$ cat config.mk
export PLATFORM = sky130hd
export DESIGN_NAME = pll_rate_cfg
export DESIGN_NICKNAME = d
export VERILOG_FILES = /design/src/rtl/pll_rate_cfg.sv
export SDC_FILE = /design/constraint.sdc
export NUM_CORES = 1
export LEC_CHECK = 0
export BUFFER_PORTS_ARGS = -buffer_cell sky130_fd_sc_hd__buf_2
export CORE_ASPECT_RATIO = 0.6
export CORE_MARGIN = 5
export CORE_UTILIZATION = 48
export CTS_CLUSTER_DIAMETER = 200
export DETAILED_ROUTE_END_ITERATION = 12
export PLACE_DENSITY = 0.67
export SETUP_SLACK_MARGIN = 0.3
export SLEW_MARGIN = 15
export SYNTH_ARGS = -nofsm -noshare
export SYNTH_HDL_FRONTEND = slang
export SYNTH_SLANG_ARGS = --single-unit
$ cat constraint.sdc
create_clock -name clk -period 4.1 [get_ports clk]
set_input_delay 0.615 -clock clk [delete_from_list [all_inputs] [get_ports clk]]
set_output_delay 0.615 -clock clk [all_outputs]
set_load 0.005 [all_outputs]
$ cat src/rtl/pll_rate_cfg.sv
module pll_rate_cfg #(
  parameter int RATE_W = 32,
  parameter int DVD_W  = 64,
  parameter int FRAC_W = 24,
  parameter int WORD_W = 31,
  parameter int REF_HZ = 26_000_000,
  parameter int MIN_HZ = 50_000_000,
  parameter int MAX_HZ = 1_250_000_000
) (
  input  logic              clk,
  input  logic              rst_n,
  input  logic              start,
  input  logic              clamp_low,
  input  logic [31:0]       rate_hz,
  output logic              busy,
  output logic              done,
  output logic              err,
  output logic [1:0]        div0_code,
  output logic [1:0]        div1_code,
  output logic [WORD_W-1:0] ctrl_word
);

  localparam int REM_W = $clog2(REF_HZ);
  localparam int CNT_W = $clog2(DVD_W);
  localparam logic [CNT_W-1:0] LAST = CNT_W'(DVD_W - 1);
  localparam logic [REM_W:0]   REF_V = (REM_W+1)'(REF_HZ);
  localparam logic [31:0] LO_V  = 32'(MIN_HZ);
  localparam logic [31:0] HI_V  = 32'(MAX_HZ);
  localparam logic [31:0] T_D1  = 32'd500_000_000;
  localparam logic [31:0] T_D2  = 32'd250_000_000;
  localparam logic [31:0] T_D4  = 32'd125_000_000;
  localparam logic [31:0] T_D8  = 32'd62_000_000;

  logic [31:0]       rate_c;
  logic [2:0]        k, k_q;
  logic              bad;
  logic [6:0]        shamt;
  logic [DVD_W-1:0]  load, dvd, dvd_n;
  logic [REM_W-1:0]  rem, rem_n;
  logic [REM_W:0]    rem_sh, rem_dif;
  logic              ge;
  logic [CNT_W-1:0]  cnt;
  logic [1:0]        c0, c1;

  assign rate_c = (rate_hz > HI_V)                ? HI_V :
                  (clamp_low && rate_hz < LO_V)  ? LO_V : rate_hz;

  assign bad = rate_c < LO_V;
  assign k   = (rate_c >= T_D1) ? 3'd0 :
               (rate_c >= T_D2) ? 3'd1 :
               (rate_c >= T_D4) ? 3'd2 :
               (rate_c >  T_D8) ? 3'd3 : 3'd4;

  assign shamt = 7'(FRAC_W + 1) + 7'(k);
  assign load  = {{(DVD_W-32){1'b0}}, rate_c} << shamt;

  assign rem_sh  = {rem, dvd[DVD_W-1]};
  assign ge      = rem_sh >= REF_V;
  assign rem_dif = rem_sh - REF_V;
  assign rem_n   = ge ? rem_dif[REM_W-1:0] : rem_sh[REM_W-1:0];
  assign dvd_n   = {dvd[DVD_W-2:0], ge};

  assign c0 = (k_q == 3'd0) ? 2'd0 : (k_q == 3'd1) ? 2'd1 : 2'd2;
  assign c1 = (k_q == 3'd3) ? 2'd1 : (k_q == 3'd4) ? 2'd2 : 2'd0;

  always_ff @(posedge clk) begin
    if (!rst_n) begin
      busy <= 1'b0; done <= 1'b0; err <= 1'b0;
      div0_code <= '0; div1_code <= '0; ctrl_word <= '0;
      dvd <= '0; rem <= '0; cnt <= '0; k_q <= '0;
    end else begin
      done <= 1'b0;
      if (!busy) begin
        if (start) begin
          if (bad) begin
            done <= 1'b1;
            err  <= 1'b1;
          end else begin
            busy <= 1'b1;
            dvd  <= load;
            rem  <= '0;
            cnt  <= '0;
            k_q  <= k;
          end
        end
      end else begin
        dvd <= dvd_n;
        rem <= rem_n;
        cnt <= cnt + 1'b1;
        if (cnt == LAST) begin
          busy      <= 1'b0;
          done      <= 1'b1;
          err       <= 1'b0;
          ctrl_word <= dvd_n[WORD_W-1:0];
          div0_code <= c0;
          div1_code <= c1;
        end
      end
    end
  end

  AST_DONE_PULSE: assert property (@(posedge clk) disable iff (!rst_n)
    done |=> !done);
  AST_DONE_AFTER_BUSY: assert property (@(posedge clk) disable iff (!rst_n)
    (done && !err) |-> $past(busy));
  AST_HOLD_CFG: assert property (@(posedge clk) disable iff (!rst_n)
    !done |-> $stable({div0_code, div1_code, ctrl_word}));
  AST_ERR_KEEPS: assert property (@(posedge clk) disable iff (!rst_n)
    (done && err) |-> (!busy && $stable(ctrl_word)));
  AST_CODE_LEGAL: assert property (@(posedge clk) disable iff (!rst_n)
    (div0_code != 2'd3) && (div1_code != 2'd3) &&
    ((div1_code == 2'd0) || (div0_code == 2'd2)));
  AST_INT_BOUND: assert property (@(posedge clk) disable iff (!rst_n)
    (done && !err) |-> (ctrl_word[WORD_W-1:FRAC_W] <= (WORD_W-FRAC_W)'(96)));

endmodule

==> qor.yml <==
timing:
  clock.fmax_mhz: 272
  setup_viol: 0
  period_needed_ps: 3680
  tightest_slew_ps: 779
  fin_hold_ws_ps: 450
  fin_crit_sh: 0.896
  slew_viol_final: 0
  tns_ps: 0
  rsz0062_at_grt: "no"
  slew_headroom: 0.474
  skew_ps: 11.5
  hold_violations: 0
power:
  ir_worst_vdd_mv: 0.314
  power.switching_w: 0.00106
  power.internal_w: 0.00245
  power.density_nw_per_um2: 347
  power_frac_clock: 0.430
  p_sw_frac: 0.301
  leakagePower_nw: 3.92
  pwr-share-seq: 0.399
  power_frac_comb: 0.172
  finalPower_w: 0.00351
grt:
  grt_pass1_vias: 8237
  antenna_found_initial: 1
  grt_pass1_wl_mm: 46.4
  grt_use_total: 0.282
  overflow: 0
  grt_max_degree: 54
setup_path:
  path_class: "input port to flip-flop"
  reg2reg_from: "rem[6]$_SDFFE_PN0P_"
  worstPathArrival_ps: 3940
  timing.rr.end: "rem[21]$_SDFFE_PN0P_"
  worstRegToRegCells: 11
  end_kind: "flip-flop"
  worstSetupStartpointType: "input port"
  cp.required_ps: 4370
  r2r_slack_ps: 1590
  crit_fanout: 10
synth:
  synth-edff-count: 0
  synth.most_common_cell: "nand2_1"
  synthDominantCellAreaShare: 0.328
  synth_top_cell_by_area: "dfxtp_1"
  yosys-top-cells-count: "nand2_1 (168), a21oi_1 (136), dfxtp_1 (136), nor2_1 (94), clkbuf_1 (70)"
  synth_area_per_cell_sq_um: 7.41
  ys_warn_count: 0
  synth_area_leaders: "dfxtp_1 (33%), a21oi_1 (8.2%), nand2_1 (7.6%), nor2_1 (4.2%), o21ai_0 (3.7%)"
  ys_seq_area_frac: 0.328
  yosys_register_bits: 136
  synthCells: 1120
  synth_flop_cell: "dfxtp_1"
  synth_cell_type_count: 91
  async_flop_share: 0
  netlist_area_sq_um: 8300
  synth_fp_nets: 1159
min_path:
  min_delay_worst_endpoint: "ctrl_word[1]$_SDFFE_PN0P_"
  hp-class: "flip-flop to flip-flop"
  min_from: "ctrl_word[1]$_SDFFE_PN0P_"
  min_path_cells: 2
floorplan:
  ios: 74
  initial_core_util: 0.486
  die_h_microns: 112
  coreArea_sq_um: 17100
  die_area_sq_um: 20100
  rows: 37
  die_w_microns: 180
finish:
  nets: 1275
  drive_above_1_share: 0.220
  final_area_sq_um: 10100
  area_delta_synth_final_pct: 21.8
  stdcell_count: 1483
  n_antenna_cell: 0
  fillerInstances: 1568
drt:
  dr_total_vias: 9222
  wl_mm: 29.4
  dr.pass1.iters: 7
  drt_iter0_drc: 1190
  ant_nets: 0
  via_per_inst: 6.22
  wl_per_cell_microns: 19.8
  drc: 0
clock_tree:
  cts_tree: "done"
  cts_buffers: 17
  cts_buffer_depth: 2
  postCtsHoldBufs: 0
  cts-root-buf: "clkbuf_16"
  cts.reportedPaths.clkPinSlew_ps: 60
  h-tree-depth: 4
  cts_sinks: 136
  insertion_delay_ps: 420
placement:
  hpwl_mm: 21.7
  routabilityCongestion: 1.02
  dpl_cell_area_sq_um: 9490
  portBuffers: 73
  dp_cells: 1448
job:
  maxCapViolations: 0
run_status:
  run_status: "completed"
==> critical path, stage by stage <==
cell      delay, ps
buf_2           120
or4_1           600
nor3_2          220
nand3_1         170
or2_4           350
a31oi_4         190
buf_4           200
nor2_1          100
buf_4           150
and3_1          190
o31a_1          310
o32ai_1         560
a221oi_1        160
==> cell type report <==
class                   count  area [sq um]  area share
repair buffers            197          1330       0.132
clock inverters            15           154      0.0152
flip-flops and latches    136          2720       0.269
clock buffers              17           425      0.0421
well taps                 234           293      0.0290
multi-input cells         864          5110       0.505
inverters                  20          75.1     0.00742
==> power groups by stage <==
stage                     registers (W)  logic (W)  clock network, W
after floorplan                 0.00142   0.000352                 0
after global placement          0.00143   0.000571                 0
after detailed placement        0.00143   0.000570                 0
after CTS                       0.00140   0.000575           0.00152
after global routing            0.00140   0.000643           0.00158
final                           0.00140   0.000602           0.00151
==> cells in the final DEF (no fill, tap or decap), drive strengths merged, types with 7 or more instances in the layout <==
master,netlist,final
a211o,7,7
a211oi,21,21
a21o,8,8
a21oi,137,137
a221oi,11,11
a22oi,21,21
a31oi,15,15
and3,8,8
buf,30,197
clkbuf,70,17
dfxtp,136,136
inv,20,29
mux2,7,7
mux2i,16,16
nand2,168,168
nand3,57,57
nand4,9,9
nor2,97,97
nor3,28,28
nor4,8,8
o211ai,20,20
o21a,8,8
o21ai,71,71
o31a,9,9
or3,19,19
xnor2,7,7
xor2,9,9
==> what timing repair did <==
action	in CTS	in global routing
setup buffers	0	3
hold endpoints to repair	0	0
resized for setup	0	3
setup endpoints to repair	0	4
==> per-stage QoR <==
step,util,worst slack [ps]
after floorplan,-,456
after detailed placement,0.556,52.7
after global routing,0.592,317
after CTS,0.590,477
final,0.592,425
after global placement,0.556,41.9
==> worst max-delay path by stage <==
stage	end	startpoint	depth (start not counted)	slack, ps
2_1_floorplan	dvd[38]$_SDFFE_PN0P_	rate_hz[23]	14	460
3_3_place_gp	dvd[31]$_SDFFE_PN0P_	rate_hz[29]	13	40
3_5_place_dp	dvd[31]$_SDFFE_PN0P_	rate_hz[30]	12	50
4_1_cts	dvd[31]$_SDFFE_PN0P_	rate_hz[30]	12	480
5_1_grt	dvd[31]$_SDFFE_PN0P_	rate_hz[16]	15	320
6_report	dvd[36]$_SDFFE_PN0P_	rate_hz[30]	13	420
==> cell families (layout without fill, tap and decap cells) <==
kind of cell | after synthesis | after routing | share of synthesized area
AO/OA/AOI/OAI | 391 | 391 | 0.312
XOR/XNOR | 16 | 16 | 0.0169
adder cells (fa/ha/maj) | 3 | 3 | 0.00452
buffers and inverters | 120 | 249 | 0.0597
flip-flops | 136 | 136 | 0.328
multiplexers | 27 | 27 | 0.0401
AND/OR/NAND/NOR | 427 | 427 | 0.239
==> registers in the layout, summed over array words and instances, names as in the netlist <==
register and count:
done 1, div1_code 2, ctrl_word 31, rem 25
busy 1, k_q 3, div0_code 2, dvd 64
err 1, cnt 6
==> metal layers <==
metal / track usage / up-vias / routed length [microns]
li1: - / 4363 / -
met1: 0.433 / 4282 / 13900
met2: 0.355 / 540 / 10900
met3: 0.131 / 35 / 4240
met4: 0.0482 / 2 / 316
met5: 0 / - / 13
(Power assumes the default switching activity.)
